[config.mk]
export PLATFORM = sky130hd
export DESIGN_NAME = serial_alu8
export DESIGN_NICKNAME = d
export VERILOG_FILES = /design/src/rtl/serial_alu_pkg.sv /design/src/rtl/salu_seq.sv /design/src/rtl/salu_adder.sv /design/src/rtl/salu_func.sv /design/src/rtl/salu_cond.sv /design/src/rtl/serial_alu8.sv
export SDC_FILE = /design/constraint.sdc
export NUM_CORES = 1
export LEC_CHECK = 0
export ABC_AREA = 1
export BUFFER_PORTS_ARGS = -buffer_cell sky130_fd_sc_hd__clkbuf_2
export CAP_MARGIN = 15
export CORE_MARGIN = 4
export CORE_UTILIZATION = 28
export DETAILED_ROUTE_END_ITERATION = 10
export PLACE_DENSITY_LB_ADDON = 0.1
export SETUP_SLACK_MARGIN = 0.05
export SYNTH_ARGS = -nofsm -noshare
export SYNTH_HDL_FRONTEND = slang
export SYNTH_SLANG_ARGS = --single-unit
[constraint.sdc]
create_clock -name clk_i -period 2.05 [get_ports clk_i]
set_input_delay 0.205 -clock clk_i [delete_from_list [all_inputs] [get_ports clk_i]]
set_output_delay 0.205 -clock clk_i [all_outputs]
set_load 0.005 [all_outputs]
[src/rtl/serial_alu_pkg.sv]
package serial_alu_pkg;
  typedef enum logic [2:0] {
    SRC_ZERO = 3'b000,
    SRC_NMEM = 3'b001,
    SRC_OR   = 3'b010,
    SRC_ACC  = 3'b011,
    SRC_ROR  = 3'b100,
    SRC_ADD  = 3'b101,
    SRC_MEM  = 3'b110,
    SRC_AND  = 3'b111
  } src_e;

  typedef enum logic [1:0] {
    PC_STEP    = 2'b00,
    PC_SKIP_NZ = 2'b01,
    PC_JUMP    = 2'b10,
    PC_SKIP_CY = 2'b11
  } pcctl_e;

  typedef struct packed {
    src_e   src;
    pcctl_e pc;
  } ctl_t;

  localparam int unsigned NUM_SRC = 8;
endpackage

[src/rtl/salu_seq.sv]
module salu_seq
  import serial_alu_pkg::*;
#(
  parameter int unsigned WORD_W = 16
) (
  input  logic       clk_i,
  input  logic       rst_ni,
  input  logic       word_start_i,
  input  logic       acc_bit_i,
  input  logic       mem_bit_i,
  input  logic [2:0] src_sel_i,
  input  logic [1:0] pc_ctl_i,
  output logic       v_o,
  output logic       first_o,
  output logic       last_o,
  output logic       acc_o,
  output logic       mem_o,
  output logic       bit0_o,
  output ctl_t       ctl_o
);
  localparam int unsigned POS_W = (WORD_W > 2) ? $clog2(WORD_W) : 1;
  localparam logic [POS_W-1:0] LAST_POS = POS_W'(WORD_W - 1);

  logic [POS_W-1:0] pos_q;
  logic             v_q, acc_q, mem_q, bit0_q;
  ctl_t             ctl_q;

  always_ff @(posedge clk_i or negedge rst_ni) begin
    if (!rst_ni) begin
      pos_q  <= '0;
      v_q    <= 1'b0;
      acc_q  <= 1'b0;
      mem_q  <= 1'b0;
      bit0_q <= 1'b0;
      ctl_q  <= '{src: SRC_ZERO, pc: PC_STEP};
    end else begin
      acc_q <= acc_bit_i;
      mem_q <= mem_bit_i;
      if (word_start_i) begin
        v_q    <= 1'b1;
        pos_q  <= '0;
        bit0_q <= acc_bit_i;
        ctl_q  <= '{src: src_e'(src_sel_i), pc: pcctl_e'(pc_ctl_i)};
      end else if (v_q && pos_q != LAST_POS) begin
        pos_q <= pos_q + 1'b1;
      end else begin
        v_q <= 1'b0;
      end
    end
  end

  assign v_o     = v_q;
  assign first_o = v_q && (pos_q == '0);
  assign last_o  = v_q && (pos_q == LAST_POS);
  assign acc_o   = acc_q;
  assign mem_o   = mem_q;
  assign bit0_o  = bit0_q;
  assign ctl_o   = ctl_q;

  // codes move only on a strobe
  p_ctl_hold_r5: assert property (@(posedge clk_i) disable iff (!rst_ni)
    !word_start_i |=> $stable(ctl_q));
endmodule

[src/rtl/salu_adder.sv]
module salu_adder (
  input  logic clk_i,
  input  logic rst_ni,
  input  logic v_i,
  input  logic first_i,
  input  logic a_i,
  input  logic b_i,
  output logic sum_o,
  output logic cout_o
);
  logic carry_q, cin;

  assign cin    = first_i ? 1'b0 : carry_q;
  assign sum_o  = a_i ^ b_i ^ cin;
  assign cout_o = (a_i & b_i) | (a_i & cin) | (b_i & cin);

  always_ff @(posedge clk_i or negedge rst_ni) begin
    if (!rst_ni)  carry_q <= 1'b0;
    else if (v_i) carry_q <= cout_o;
  end

  p_carry_idle_r3: assert property (@(posedge clk_i) disable iff (!rst_ni)
    !v_i |=> $stable(carry_q));
endmodule

[src/rtl/salu_func.sv]
module salu_func
  import serial_alu_pkg::*;
(
  input  logic v_i,
  input  logic last_i,
  input  logic a_i,
  input  logic m_i,
  input  logic sum_i,
  input  logic acc_next_i,
  input  logic bit0_i,
  input  src_e src_i,
  output logic res_o
);
  logic [NUM_SRC-1:0] cand;
  logic               ror_bit;

  // LSB first: rotate-right bit i is the accumulator bit arriving now
  assign ror_bit = last_i ? bit0_i : acc_next_i;

  for (genvar g = 0; g < NUM_SRC; g++) begin : g_cand
    always_comb begin
      case (src_e'(g))
        SRC_ZERO: cand[g] = 1'b0;
        SRC_NMEM: cand[g] = ~m_i;
        SRC_OR:   cand[g] = a_i | m_i;
        SRC_ACC:  cand[g] = a_i;
        SRC_ROR:  cand[g] = ror_bit;
        SRC_ADD:  cand[g] = sum_i;
        SRC_MEM:  cand[g] = m_i;
        default:  cand[g] = a_i & m_i;
      endcase
    end
  end

  assign res_o = v_i & cand[src_i];
endmodule

[src/rtl/salu_cond.sv]
module salu_cond
  import serial_alu_pkg::*;
(
  input  logic   clk_i,
  input  logic   rst_ni,
  input  logic   v_i,
  input  logic   first_i,
  input  logic   last_i,
  input  logic   res_i,
  input  logic   cout_i,
  input  pcctl_e pc_i,
  output logic   carry_o,
  output logic   nonzero_o,
  output logic   done_o,
  output logic   skip_o,
  output logic   branch_o
);
  logic nz_run_q, nz_now, skip_now;
  logic carry_q, nz_q, done_q, skip_q, branch_q;

  assign nz_now = (first_i ? 1'b0 : nz_run_q) | res_i;

  always_comb begin
    case (pc_i)
      PC_SKIP_NZ: skip_now = nz_now;
      PC_SKIP_CY: skip_now = cout_i;
      default:    skip_now = 1'b0;
    endcase
  end

  always_ff @(posedge clk_i or negedge rst_ni) begin
    if (!rst_ni) begin
      nz_run_q <= 1'b0;
      carry_q  <= 1'b0;
      nz_q     <= 1'b0;
      done_q   <= 1'b0;
      skip_q   <= 1'b0;
      branch_q <= 1'b0;
    end else begin
      nz_run_q <= v_i & nz_now;
      done_q   <= last_i;
      skip_q   <= last_i & skip_now;
      branch_q <= last_i & (pc_i == PC_JUMP);
      if (last_i) begin
        carry_q <= cout_i;
        nz_q    <= nz_now;
      end
    end
  end

  assign carry_o   = carry_q;
  assign nonzero_o = nz_q;
  assign done_o    = done_q;
  assign skip_o    = skip_q;
  assign branch_o  = branch_q;

  p_flags_hold_r10: assert property (@(posedge clk_i) disable iff (!rst_ni)
    !done_q |-> $stable(carry_q) || $past(last_i));
endmodule

[src/rtl/serial_alu8.sv]
module serial_alu8
  import serial_alu_pkg::*;
#(
  parameter int unsigned WORD_W = 16
) (
  input  logic       clk_i,
  input  logic       rst_ni,
  input  logic       word_start_i,
  input  logic       acc_bit_i,
  input  logic       mem_bit_i,
  input  logic [2:0] src_sel_i,
  input  logic [1:0] pc_ctl_i,
  output logic       dst_bit_o,
  output logic       carry_o,
  output logic       nonzero_o,
  output logic       word_done_o,
  output logic       skip_o,
  output logic       branch_o
);
  logic v, first, last, a_d, m_d, bit0, sum, cout;
  ctl_t ctl;

  salu_seq #(.WORD_W(WORD_W)) u_seq (
    .clk_i, .rst_ni, .word_start_i, .acc_bit_i, .mem_bit_i,
    .src_sel_i, .pc_ctl_i,
    .v_o(v), .first_o(first), .last_o(last),
    .acc_o(a_d), .mem_o(m_d), .bit0_o(bit0), .ctl_o(ctl)
  );

  salu_adder u_add (
    .clk_i, .rst_ni, .v_i(v), .first_i(first),
    .a_i(a_d), .b_i(m_d), .sum_o(sum), .cout_o(cout)
  );

  salu_func u_func (
    .v_i(v), .last_i(last), .a_i(a_d), .m_i(m_d), .sum_i(sum),
    .acc_next_i(acc_bit_i), .bit0_i(bit0), .src_i(ctl.src),
    .res_o(dst_bit_o)
  );

  salu_cond u_cond (
    .clk_i, .rst_ni, .v_i(v), .first_i(first), .last_i(last),
    .res_i(dst_bit_o), .cout_i(cout), .pc_i(ctl.pc),
    .carry_o, .nonzero_o, .done_o(word_done_o), .skip_o, .branch_o
  );

  p_idle_quiet_r4: assert property (@(posedge clk_i) disable iff (!rst_ni)
    !v |-> !dst_bit_o);
  p_mem_pass_r1: assert property (@(posedge clk_i) disable iff (!rst_ni)
    v && ctl.src == SRC_MEM |-> dst_bit_o == $past(mem_bit_i));
  p_skip_done_r9: assert property (@(posedge clk_i) disable iff (!rst_ni)
    skip_o |-> word_done_o);
  p_jump_noskip_r8: assert property (@(posedge clk_i) disable iff (!rst_ni)
    !(skip_o && branch_o));
  p_done_pulse_r10: assert property (@(posedge clk_i) disable iff (!rst_ni)
    word_done_o |=> !word_done_o);
endmodule

Word-level counts from Yosys, hierarchy flattened
Cells that the tools add are included.
{"block": "op_classes", "addsub": 1, "bitwise": 14, "reduce_logical": 5, "n_mux": 10, "eq_ne": 6, "magnitude_cmp": 1}
{"operator": "$mux W4", "n": 2}
{"operator": "$and A1 B1 Y1", "n": 7}
{"operator": "$mux W1", "n": 6}
{"operator": "$add A4 B1 Y4 const B", "n": 1}
{"operator": "$eq A2 B2 Y1 const B", "n": 2}
{"operator": "$eq A4 B4 Y1 const B", "n": 1}
{"operator": "$logic_not A4 Y1", "n": 1}
{"operator": "$lt A3 B4 Y1 const B", "n": 1}
{"operator": "$ne A4 B4 Y1 const B", "n": 1}
{"operator": "$or A1 B1 Y1", "n": 4}
{"operator": "$bmux W1 S3", "n": 1}
{"operator": "$logic_and A1 B1 Y1", "n": 3}
{"operator": "$eq A2 B1 Y1 const B", "n": 1}
{"operator": "$ne A2 B2 Y1 const B", "n": 1}
{"operator": "$pmux W1 S2", "n": 1}
{"operator": "$reduce_bool A2 Y1", "n": 1}
{"operator": "$xor A1 B1 Y1", "n": 2}
{"operator": "$not A1 Y1", "n": 1}
{"block": "totals", "regBits": 20, "out_inout_bits": 6, "in_bits": 10}

Depth between registers and ports, before layout
{"block": "depth", "ltp_word": 10, "ltp_mapped": 14, "ltp_nobuf": 14}

By module
Synthesis repeated with hierarchy kept, for this count alone.
{"block": "unflattened", "cells_unflattened": 113, "hier_area_um2": 954.7}
{"mod": "salu_seq", "instances": 1, "area_per_inst_um2": 558.0, "seq_area_each_um2": 325.3, "cells_per_inst": 60}
{"mod": "salu_cond", "instances": 1, "area_per_inst_um2": 234.0, "seq_area_each_um2": 150.1, "cells_per_inst": 25}
{"mod": "salu_adder", "instances": 1, "area_per_inst_um2": 82.6, "seq_area_each_um2": 25.0, "cells_per_inst": 12}
{"mod": "salu_func", "instances": 1, "area_per_inst_um2": 80.1, "seq_area_each_um2": 0.0, "cells_per_inst": 16}

Worst setup path after synthesis
OpenSTA, ideal clock, no wires.
{"block": "synth_path", "kind": "reg-to-reg", "start": "reg u_seq.pos_q[0]", "end": "reg u_cond.skip_q (netlist: u_cond.skip_o)", "setup_ns": 0.113, "stages_incl_launch_ff": 15, "setup_slack_ns": 0.256, "path_buffers": 0, "arrival_time_ns": 1.682, "path_cell_list": "dfrtp_1 > inv_1 > ha_1 > nand4_1 > nand2_1 > fa_1 > nor2_1 > nor2_1 > nand2_1 > nand2_1 > nand2_1 > nand2_2 > nand3_1 > nand2_1 > inv_1"}
{"block": "synth_between", "elab_chain_cells": 10, "elab_cells_between_ends": 18}
{"item": "start, declared", "line": "salu_seq.sv:24", "source": "logic [POS_W-1:0] pos_q;"}
{"item": "start signal, assigned", "line": "salu_seq.sv:45", "source": "pos_q <= pos_q + 1'b1;"}
{"item": "$logic_not A4 Y1", "line": "salu_seq.sv:53", "source": "assign first_o = v_q && (pos_q == '0);"}
{"item": "$logic_and A1 B1 Y1", "line": "salu_seq.sv:53"}
{"item": "$mux W1", "line": "salu_adder.sv:13", "source": "assign cin = first_i ? 1'b0 : carry_q;"}
{"item": "$xor A1 B1 Y1", "line": "salu_adder.sv:14", "source": "assign sum_o = a_i ^ b_i ^ cin;"}
{"item": "$bmux W1 S3", "line": "salu_func.sv:35", "source": "assign res_o = v_i & cand[src_i];"}
{"item": "$mux W1 (not written as such)", "line": "salu_func.sv:35"}
{"item": "$and A1 B1 Y1", "line": "salu_func.sv:35"}
{"item": "$or A1 B1 Y1", "line": "salu_cond.sv:21", "source": "assign nz_now = (first_i ? 1'b0 : nz_run_q) | res_i;"}
{"item": "$pmux W1 S2", "line": "salu_cond.sv:24", "source": "case (pc_i)"}
{"item": "$and A1 B1 Y1 *", "line": "salu_cond.sv:42", "source": "skip_q <= last_i & skip_now;"}
{"item": "end signal, assigned", "line": "salu_cond.sv:42"}
{"item": "end, declared", "line": "salu_cond.sv:19", "source": "logic carry_q, nz_q, done_q, skip_q, branch_q;"}
Every way passes the cells marked *; elsewhere a longest branch is shown, timed or not. The select of a mux whose other input is x is not followed.
A chain may end at the register's enable or synchronous reset.

Final worst setup path
{"block": "layout_path", "start": "reg u_seq.pos_q[0]", "end": "out dst_bit_o"}
{"block": "layout_between", "elab_chain_cells": 7, "elab_cells_between_ends": 10}
{"item": "$logic_not A4 Y1", "line": "salu_seq.sv:53"}
{"item": "$logic_and A1 B1 Y1", "line": "salu_seq.sv:53"}
{"item": "$mux W1", "line": "salu_adder.sv:13"}
{"item": "$xor A1 B1 Y1", "line": "salu_adder.sv:14"}
{"item": "$bmux W1 S3 *", "line": "salu_func.sv:35"}
{"item": "$mux W1 (not written as such) *", "line": "salu_func.sv:35"}
{"item": "$and A1 B1 Y1 *", "line": "salu_func.sv:35"}
{"item": "end, declared", "line": "serial_alu8.sv:13", "source": "output logic dst_bit_o,"}
Marks and branches as above.

==> impl_metrics.yaml <==
outcome:
  outcome: "complete, but fails checks"
  violations: "negative setup slack"
worst_setup_path:
  start_kind: "flip-flop"
  max_stage_delay_ps: 410
  reg2regPathDepth: 15
  crit_slowest_cell: "dfrtp_1"
  cp.depth: 13
  end_kind: "output port"
  critPathKind: "reg -> out"
  crit_family: "simple AND/OR/NAND/NOR gates"
  cp_common_cell: "nand2_1"
  path_cells: "inv_2 -> ha_4 -> nand4_1 -> nand2_1 -> fa_1 -> nor2_1 -> nor2_1 -> nand2_1 -> nand2_1 -> nand2_1 -> nand2_2 -> inv_2 -> clkbuf_2"
  arrival_ps: 2040
  crit_required_ps: 1850
  critPathMaxFanout: 2
  critPathBufInv: 3
synth:
  ys_warn_count: 0
  synth_cell_types: 18
  synth_nets: 122
  synth_edf_count: 0
  yosys-top-cells-area: "dfrtp_1, nand2_1, inv_1, o21ai_0, ha_1"
  ys_ff_latch: 20
  synth.top_cell.area_share_pct: 53.26
  syn-mean-instance-area_um2: 8.782
  yosys_most_used_dff: "dfrtp_1"
  yosysMostFrequentCell: "nand2_1"
  ys_top_cells_by_count: "nand2_1, dfrtp_1, inv_1"
  seq_area_frac_synth_pct: 53.26
  yosysTopAreaCell: "dfrtp_1"
  synthArstFlopShare_pct: 100.0
  netlist_instances: 107
  syn_area_um2: 939.7
die:
  die-area_um2: 4347
  die_h_um: 65.93
  pin_count: 16
  start_util_pct: 30.04
  fp-row-count: 20
  die_w_um: 65.93
  coreArea_um2: 3128
sta:
  slew_headroom_pct: 65.45
  fmax_mhz: 445.7
  layout_setup_ws_ps: -193.4
  drv_slew: 0
  whs_ps: 47.01
  finalCritPeriodShare_pct: 109.4
  tightestPinTransition_ps: 518.2
  hold_violations: 0
  rsz0062_at_grt: "true"
  setup_viol: 1
  fin_skew_ps: 0.9295
  period_minus_slack_ps: 2243
global_route:
  grt_max_degree: 21
  antenna_found_initial: 0
  grt_pass1_wl_um: 3429
  grt_pass1_vias: 786
  overflow: 0
  grtUsageTotal_pct: 10.42
route:
  drtIter0Drc: 27
  routed_wl_um: 2034
  vias_per_cell: 4.306
  drc: 0
  postRouteAntennaNets: 0
  first_pass_iters: 4
  wl_per_cell_um: 11.11
  num_vias: 788
placement:
  portBuffers: 15
  gp_congestion: 0.7752
  place_area_um2: 1081
  dpl.hpwl_um: 1414
cells_and_area:
  fin_util_pct: 39.56
  final_area_um2: 1237
  area_growth_pct: 31.69
  drive_gt1_share_pct: 30.94
  fin_nets: 156
  diodes: 0
power_and_ir_drop:
  ir_worst_vdd_mv: 0.3782
  powerDensity_nw_per_um2: 634.1
  leakagePower_nw: 0.6385
  power.total_uw: 784.6
clock_network:
  root_buffer: "clkbuf_4"
  htreeDepth: 1
  clk_pin_slew_worst_paths_ps: 110
  cts_tree: "built"
  clkLatencyLatePin_ps: 290
  clock_path_buffers: 2
  numClockSinks: 20
  cts_buffers: 3
run:
  drv_cap: 0
min_path:
  hold_path_depth: 1
  worstHoldPathType: "in -> reg"
cells by family (layout without fill, tap and decap cells):
logic type / after synthesis / after routing / synth area share [%]
AOI/OAI and AO/OA: 17 / 17 / 9.455
adders and majority gates: 5 / 5 / 7.457
buffers and inverters: 20 / 52 / 7.988
DFF: 20 / 20 / 53.26
and+or+nand+nor: 45 / 45 / 21.84
worst register-to-register path, cell delays in order (launching register included):
cell	delay (ps)
dfrtp_1	380
inv_2	60
ha_4	140
nand4_1	90
nand2_1	80
fa_1	500
nor2_1	40
nor2_1	80
nand2_1	50
nand2_1	50
nand2_1	60
nand2_2	70
buf_4	130
nand2_2	40
nand2_1	50
nand2_1	40
metrics by stage:
| step | TNS, ps | setup WS (ps) | std cells |
|---|---|---|---|
| 2_1_floorplan | 0 | 255.5 | 107 |
| 3_3_place_gp | 0 | 75.77 | 167 |
| 3_5_place_dp | 0 | 42.80 | 167 |
| 4_1_cts | -618.1 | -205.3 | 184 |
| 5_1_grt | -469.7 | -338.9 | 183 |
| 6_report | -193.4 | -193.4 | 183 |
power by group:
group	total, mW	switching (mW)	internal [mW]
Clock	0.184	0.115	0.0683
Sequential	0.435	0.0169	0.418
Combinational	0.166	0.0844	0.0820
area by class of cell:
cell class	instances	area, um2
Timing Repair Buffer	30	192.7
Fill cell	344	1891
Clock buffer	3	22.52
Multi-Input combinational cell	67	395.4
Sequential cell	20	500.5
Tap cell	44	55.05
Inverter	19	71.32
cells in the final DEF (no fill, tap or decap):
cell type / n
ha_1: 3
nand4_1: 1
nor2_2: 1
nand2_2: 2
a21oi_1: 3
clkbuf_4: 3
inv_2: 4
nand3_1: 6
dfrtp_1: 20
nand2_1: 24
a31oi_1: 1
nor3_1: 2
nand4_4: 1
o21ai_0: 11
ha_4: 1
a21oi_2: 1
fa_1: 1
clkbuf_2: 15
nand3_2: 1
nor2_1: 6
buf_4: 13
dlygate4sd3_1: 2
nand2_4: 1
inv_1: 15
a211oi_1: 1
final timing paths:
kind | from | end | slack, ps
setup / recovery | u_seq.pos_q[0]$_DFFE_PN0P_ | dst_bit_o | -190
hold / removal | acc_bit_i | u_seq.acc_o$_DFF_PN0_ | 50
setup reg to reg | u_seq.pos_q[0]$_DFFE_PN0P_ | u_cond.nonzero_o$_DFFE_PN0N_ | 70
hold reg to reg | u_seq.ctl_o[0]$_DFFE_PN0P_ | u_cond.branch_o$_DFF_PN0_ | 450
max in group asynchronous | rst_ni | u_seq.ctl_o[0]$_DFFE_PN0P_ | 1300
min in group asynchronous | rst_ni | u_seq.ctl_o[3]$_DFFE_PN0P_ | 400
registers in the layout (all words and copies together), names as in the netlist:
| register | count |
|---|---|
| u_cond.nonzero_o | 1 |
| u_cond.skip_o | 1 |
| u_seq.v_o | 1 |
| u_seq.ctl_o | 5 |
| u_seq.acc_o | 1 |
| u_cond.carry_o | 1 |
| u_cond.branch_o | 1 |
| u_add.carry_q | 1 |
| u_seq.pos_q | 4 |
| u_seq.bit0_o | 1 |
| u_cond.nz_run_q | 1 |
| u_cond.done_o | 1 |
| u_seq.mem_o | 1 |
repair_timing:
| action | 4_1_cts | 5_1_grt |
|---|---|---|
| setup endpoints to repair | 1 | 4 |
| hold endpoints to repair | 20 | 1 |
| setup buffers | 13 | 2 |
| pin swaps | 3 | 4 |
| resized for setup | 2 | 8 |
| hold buffers | 1 | 1 |
per-layer routing:
| layer | vias to the layer above | track usage, % | share of wire [%] |
|---|---|---|---|
| met5 | - | 0 | 0 |
| met4 | 0 | 2.284 | 0.69 |
| met3 | 2 | 3.571 | 3.6 |
| met2 | 11 | 18.40 | 50 |
| met1 | 374 | 12.13 | 46 |
| li1 | 401 | - | - |
No activity file was read; power rests on OpenSTA's default activity.
